$ cat src/rtl/dma_irq_pkg.sv
package dma_irq_pkg;
    localparam int CH_MAX   = 7;
    localparam int WORD_W   = 32;
    localparam int AUX_W    = 6;
    localparam int BERR_POS = 15;
    localparam int EN_LSB   = 16;
    localparam int MEN_POS  = 23;
    localparam int FLG_LSB  = 24;
    localparam int SENT_POS = 31;

    typedef struct packed {
        logic [AUX_W-1:0]  aux;
        logic              berr;
        logic [CH_MAX-1:0] en;
        logic              men;
        logic [CH_MAX-1:0] flg;
        logic              sent;
    } ctl_t;

    function automatic logic [WORD_W-1:0] pack_word(input ctl_t s);
        logic [WORD_W-1:0] w;
        w = '0;
        w[AUX_W-1:0]                 = s.aux;
        w[BERR_POS]                  = s.berr;
        w[EN_LSB +: CH_MAX]          = s.en;
        w[MEN_POS]                   = s.men;
        w[FLG_LSB +: CH_MAX]         = s.flg;
        w[SENT_POS]                  = s.sent;
        return w;
    endfunction
endpackage

$ cat src/rtl/irq_wr_merge.sv
module irq_wr_merge
    import dma_irq_pkg::*;
#(
    parameter int NUM_CH = CH_MAX
) (
    input  logic               wr_en,
    input  logic [WORD_W-1:0]  wr_data,
    input  ctl_t               cur_q,
    output logic [AUX_W-1:0]   aux_d,
    output logic               berr_d,
    output logic [CH_MAX-1:0]  en_d,
    output logic               men_d,
    output logic [CH_MAX-1:0]  clr_req
);
    localparam logic [CH_MAX-1:0] CH_MASK = CH_MAX'((1 << NUM_CH) - 1);

    always_comb begin
        aux_d   = cur_q.aux;
        berr_d  = cur_q.berr;
        en_d    = cur_q.en;
        men_d   = cur_q.men;
        clr_req = '0;
        if (wr_en) begin
            aux_d   = wr_data[AUX_W-1:0];
            berr_d  = wr_data[BERR_POS];
            en_d    = wr_data[EN_LSB +: CH_MAX] & CH_MASK;
            men_d   = wr_data[MEN_POS];
            clr_req = wr_data[FLG_LSB +: CH_MAX] & CH_MASK;
        end
    end
endmodule

$ cat src/rtl/irq_flag_bank.sv
module irq_flag_bank
    import dma_irq_pkg::*;
#(
    parameter int NUM_CH = CH_MAX
) (
    input  logic [CH_MAX-1:0] flg_q,
    input  logic [CH_MAX-1:0] en_q,
    input  logic [CH_MAX-1:0] clr_req,
    input  logic [CH_MAX-1:0] done_stb,
    output logic [CH_MAX-1:0] flg_d
);
    for (genvar n = 0; n < CH_MAX; n++) begin : g_ch
        if (n < NUM_CH) begin : g_live
            // a completion wins over a same-cycle acknowledge
            always_comb flg_d[n] = (flg_q[n] & ~clr_req[n]) | (done_stb[n] & en_q[n]);
        end else begin : g_dead
            always_comb flg_d[n] = 1'b0;
        end
    end
endmodule

$ cat src/rtl/irq_send_eval.sv
module irq_send_eval
    import dma_irq_pkg::*;
(
    input  logic              men_d,
    input  logic              berr_d,
    input  logic [CH_MAX-1:0] flg_d,
    input  logic              sent_q,
    output logic              cond_d,
    output logic              pulse_d
);
    always_comb begin
        cond_d  = (men_d && (|flg_d)) || berr_d;
        pulse_d = cond_d && !sent_q;
    end
endmodule

$ cat src/rtl/dma_irq_ctl.sv
module dma_irq_ctl
    import dma_irq_pkg::*;
#(
    parameter int NUM_CH = CH_MAX
) (
    input  logic               clk,
    input  logic               rst_n,
    input  logic               wr_en,
    input  logic [WORD_W-1:0]  wr_data,
    input  logic [CH_MAX-1:0]  done_stb,
    output logic [WORD_W-1:0]  rd_data,
    output logic               irq_pulse
);
    if (NUM_CH < 1 || NUM_CH > CH_MAX) begin : g_bad_cfg
        initial $error("NUM_CH out of range");
    end

    typedef struct packed {
        ctl_t ctl;
        logic pulse;
    } st_t;

    st_t state_d, state_q;

    logic [AUX_W-1:0]  aux_n;
    logic              berr_n;
    logic [CH_MAX-1:0] en_n;
    logic              men_n;
    logic [CH_MAX-1:0] clr_n;
    logic [CH_MAX-1:0] flg_n;
    logic              cond_n;
    logic              pulse_n;

    irq_wr_merge #(.NUM_CH(NUM_CH)) u_merge (
        .wr_en   (wr_en),
        .wr_data (wr_data),
        .cur_q   (state_q.ctl),
        .aux_d   (aux_n),
        .berr_d  (berr_n),
        .en_d    (en_n),
        .men_d   (men_n),
        .clr_req (clr_n)
    );

    irq_flag_bank #(.NUM_CH(NUM_CH)) u_flags (
        .flg_q    (state_q.ctl.flg),
        .en_q     (state_q.ctl.en),
        .clr_req  (clr_n),
        .done_stb (done_stb),
        .flg_d    (flg_n)
    );

    irq_send_eval u_eval (
        .men_d   (men_n),
        .berr_d  (berr_n),
        .flg_d   (flg_n),
        .sent_q  (state_q.ctl.sent),
        .cond_d  (cond_n),
        .pulse_d (pulse_n)
    );

    always_comb begin
        state_d          = state_q;
        state_d.ctl.aux  = aux_n;
        state_d.ctl.berr = berr_n;
        state_d.ctl.en   = en_n;
        state_d.ctl.men  = men_n;
        state_d.ctl.flg  = flg_n;
        state_d.ctl.sent = cond_n;
        state_d.pulse    = pulse_n;
    end

    always_ff @(posedge clk or negedge rst_n) begin
        if (!rst_n) state_q <= '0;
        else        state_q <= state_d;
    end

    assign rd_data   = pack_word(state_q.ctl);
    assign irq_pulse = state_q.pulse;

    // a pulse only accompanies a 0 -> 1 change of bit 31
    a_r6_pulse_on_rise: assert property (@(posedge clk) disable iff (!rst_n)
        irq_pulse |-> (rd_data[SENT_POS] && !$past(rd_data[SENT_POS])));
    a_r6_rise_has_pulse: assert property (@(posedge clk) disable iff (!rst_n)
        $rose(rd_data[SENT_POS]) |-> irq_pulse);
    // never two pulse cycles back to back
    a_r8_single_cycle: assert property (@(posedge clk) disable iff (!rst_n)
        irq_pulse |=> !irq_pulse);
    // a flag never rises on a channel that was disabled
    a_r4_enable_gate: assert property (@(posedge clk) disable iff (!rst_n)
        (state_q.ctl.flg & ~$past(state_q.ctl.flg) & ~$past(state_q.ctl.en)) == '0);
    // a flag only falls after a write
    a_r3_clear_needs_write: assert property (@(posedge clk) disable iff (!rst_n)
        ((~state_q.ctl.flg & $past(state_q.ctl.flg)) != '0) |-> $past(wr_en));
    // bit 31 agrees with the condition rebuilt from the stored fields
    a_r5_sent_matches: assert property (@(posedge clk) disable iff (!rst_n)
        rd_data[SENT_POS] == ((rd_data[MEN_POS] && (|rd_data[FLG_LSB +: CH_MAX])) || rd_data[BERR_POS]));
    // bits 6 to 14 stay 0
    a_r2_gap_zero: assert property (@(posedge clk) disable iff (!rst_n)
        rd_data[BERR_POS-1:AUX_W] == '0);
endmodule

$ cat config.mk
export PLATFORM = sky130hd
export DESIGN_NAME = dma_irq_ctl
export DESIGN_NICKNAME = d
export VERILOG_FILES = /design/src/rtl/dma_irq_pkg.sv /design/src/rtl/irq_wr_merge.sv /design/src/rtl/irq_flag_bank.sv /design/src/rtl/irq_send_eval.sv /design/src/rtl/dma_irq_ctl.sv
export SDC_FILE = /design/constraint.sdc
export NUM_CORES = 1
export LEC_CHECK = 0
export ABC_CLOCK_PERIOD_IN_PS = 1700
export BUFFER_PORTS_ARGS = -buffer_cell sky130_fd_sc_hd__buf_2
export CORE_ASPECT_RATIO = 1.5
export CORE_MARGIN = 2
export CORE_UTILIZATION = 40
export DETAILED_ROUTE_END_ITERATION = 10
export PLACE_DENSITY = 0.86
export SYNTH_ARGS = -nofsm -noshare
export SYNTH_HDL_FRONTEND = slang
export SYNTH_SLANG_ARGS = --single-unit
$ cat constraint.sdc
create_clock -name clk -period 1.7 [get_ports clk]
set_clock_uncertainty 0.2 [all_clocks]
set_input_delay 0.34 -clock clk [delete_from_list [all_inputs] [get_ports clk]]
set_output_delay 0.34 -clock clk [all_outputs]
set_load 0.01 [all_outputs]
==> metrics.log <==
INFO  metric worst_r2r_path_depth = 5
INFO  metric pin_count_of_the_biggest_net_entering_global_routing = 25
INFO  metric hold_path.startpoint = wr_data[19]
INFO  metric worst_setup_hold_path_clk_slew = 0.13 ns
INFO  metric worstMarginPinSlew = 0.528 ns
INFO  metric wl_cell = 12.7 um
INFO  metric floorplan.die.width = around 46 um
INFO  metric termination_of_the_worst_setup_path = irq_pulse
INFO  metric dieArea = slightly above 3000 um2
INFO  metric filler_cell_count = 221
INFO  metric critical-path-slowest-cell = a21boi_0
INFO  metric outcome = finished, final reports clean
INFO  metric dp_hpwl = 1.67 mm
INFO  metric area.growth.synth_to_final = 35.4%
INFO  metric floorplan.rows = 22
INFO  metric synth_sequential_area_ratio = 57.4%
INFO  metric period_share = 93.5%
INFO  metric htree_levels = 1
INFO  metric r2r_end = irq_pulse
INFO  metric final-instance-count-excl-fill = 168
INFO  metric crit_buf_inv = 1
INFO  metric edff_count_synth = 0
INFO  metric cts_sinks = 24
INFO  metric start_util = 42.2%
INFO  metric post-place-cells = 162
INFO  metric grt_antenna_before_repair = 0
INFO  metric clk_path_buf_depth = 2
INFO  metric crit_path_max_fanout = 2
INFO  metric top_level_ports = 75
INFO  metric report.final.setup_viol = 0
INFO  metric synth.cell_area = 1050 um2
INFO  metric global_route_wire_length_before_repair = between 3 and 4 mm
INFO  metric critical-path-max-stage-delay = 0.40 ns
INFO  metric timing.critical_path.depth = 5
INFO  metric worst_path_dominant_cell_family = compound AO/OA/AOI/OAI gates
INFO  metric max-cap-violations = 0
INFO  metric synth_area_leader = dfrtp_1
INFO  metric final_nets = 187
INFO  metric worstSkewPairLatency = a little over 0.3 ns
INFO  metric cp.arrival = about 1.6 ns
INFO  metric min-delay-path-class = input port to flop
INFO  metric timing.final.crit_period = 1.59 ns
INFO  metric cellLeakagePower = 0.727 nW
INFO  metric gpl.final_weighted_congestion = 0.679
INFO  metric ys.flop_type = dfrtp_1
INFO  metric layout_cells_sized_above_1 = 59.7%
INFO  metric place.port_buffers = 55
INFO  metric drcViolationCount = 0
INFO  metric worstPathRequired = 1.74 ns
INFO  metric fp.coreArea = 2480 um2
INFO  metric relSlewSlack = 64.8%
INFO  metric grt_pass1_vias = a little over 800
INFO  metric ys_seq_elements = 24
INFO  metric fraction_of_registers_with_async_set_reset = 100%
INFO  metric global_route.overflow_total = 0
INFO  metric drt.antenna.violating_nets = 0
INFO  metric cts-root-buf = clkbuf_4
INFO  metric reg2reg_from = rd_data[25]
INFO  metric power.ir.vdd_worst = 0.583 mV
INFO  metric timing.critical_path.from_type = flop
INFO  metric vias = ~820
INFO  metric timing.critical_path.cells = a21boi_0 > a2111oi_4 > buf_4 > and4_1 > nor3_1
INFO  metric hold_viol = 0
INFO  metric timing.setup.critical_path_class = flop to flop
INFO  metric ys_top_cells_by_area = dfrtp_1 57%, mux2_2 16%, buf_4 7.2%
INFO  metric timing.final.max_slew_violations = 0
INFO  metric worst_case_register_to_register_setup_slack = ~0.11 ns
INFO  metric detailed_router_s_first_iteration_violation_count = 6
INFO  metric critical_path.endpoint_type = flop
INFO  metric fin_hold_ws = 0.0562 ns
INFO  metric fp.dieH = 66.6 um
INFO  metric cts_tree = done
INFO  metric syn-mean-instance-area = around 13 um2
INFO  metric power_density = 889 nW/um2
INFO  metric total_of_warnings_raised_by_yosys = 0
INFO  metric drt_pass1_iterations = 4
INFO  metric routed_via_density = slightly below 5
INFO  metric cts-buffers-inserted = 3
INFO  metric netlist_instances = 80
INFO  metric startpoint = rd_data[25]
INFO  metric ys_types = 17
INFO  metric maximum_operating_frequency = 629 MHz
INFO  metric grt_util_all_layers = 15.0%
INFO  metric synth_top_area_share = 57.4%
INFO  metric drt_wl_total = 2.14 mm
INFO  metric n_antenna_cell = 0
[metal layers]
| metal | vias to the layer above | global-route usage, % | part of all wire (%) |
|---|---|---|---|
| met3 | 2 | 2.44 | 7.3 |
| met5 | - | 0 | 0 |
| met4 | 0 | 5.71 | 0.66 |
| met1 | 380 | 17.6 | 40 |
| met2 | 47 | 26.4 | 52 |
| li1 | 389 | - | - |
[flip-flops by register name (all words and copies together), names as in the netlist]
register / cells
irq_pulse: 1
rd_data: 23
[layout by cell type (no fill, tap or decap)]
master,instances
a2111oi_0,1
a2111oi_1,1
a2111oi_4,1
a21boi_0,3
a21o_1,3
a221oi_1,1
a22o_1,1
and2_1,6
and4_1,1
buf_2,55
buf_4,8
clkbuf_4,3
clkbuf_8,1
conb_1,9
dfrtp_1,24
dlygate4sd3_1,1
mux2_2,15
nand2_1,4
nor2_1,2
nor3_1,1
or2_2,3
[power breakdown]
part | switching, mW | internal (mW)
Clock | 0.158 | 0.131
Combinational | 0.139 | 0.156
Sequential | 0.0391 | 0.636
[Yosys cell counts (2+ instances only)]
master	number
dfrtp_1	24
a21o_1	3
buf_4	10
or2_2	3
nor2_1	2
and2_1	6
mux2_2	15
a2111oi_0	3
nand2_1	4
a21boi_0	3
[per-stage QoR]
stage               setup WS [ns]  utilization [%]  setup TNS [ns]  instance area (um2)  power, mW
floorplan                   0.239                -               0                 1080      0.838
global placement           -0.132             54.2          -0.257                 1340      0.951
detailed placement         -0.211             54.2          -0.414                 1340      0.966
CTS                        0.0135             56.1               0                 1390       1.26
global route             -0.00938             57.2        -0.00938                 1420       1.34
finish                      0.111             57.2               0                 1420       1.26
[kinds of logic after synthesis]
| logic type | count (synthesis) | synth area share (%) |
|---|---|---|
| DFF | 24 | 57.4 |
| and+or+nand+nor | 17 | 8.85 |
| muxes | 15 | 16.1 |
| buffers and inverters | 12 | 8.73 |
| AOI/OAI and AO/OA | 11 | 8.49 |
| other | 1 | 0.359 |
[repair_timing]
item	in CTS	in global routing
hold buffers	1	0
endpoints found under the setup margin	2	2
gates resized for setup	1	3
setup buffers	0	1
hold endpoints to repair	24	0
pin swaps	0	1
[worst min-delay path by stage]
stage,slack (ns),cells after the start,end
floorplan,-0.16,0,irq_pulse
global placement,0.13,1,rd_data[5]
detailed placement,0.15,1,rd_data[5]
CTS,0.04,2,rd_data[4]
global route,0.03,2,rd_data[18]
finish,0.06,2,rd_data[19]
[area by class of cell]
class	instances	area, um2	area share (%)
well taps	24	30.0	2.12
flip-flops and latches	24	601	42.4
multi-input cells	52	404	28.5
clock buffers	4	36.3	2.56
repair buffers	64	345	24.4
No activity file was read; power rests on OpenSTA's default activity.
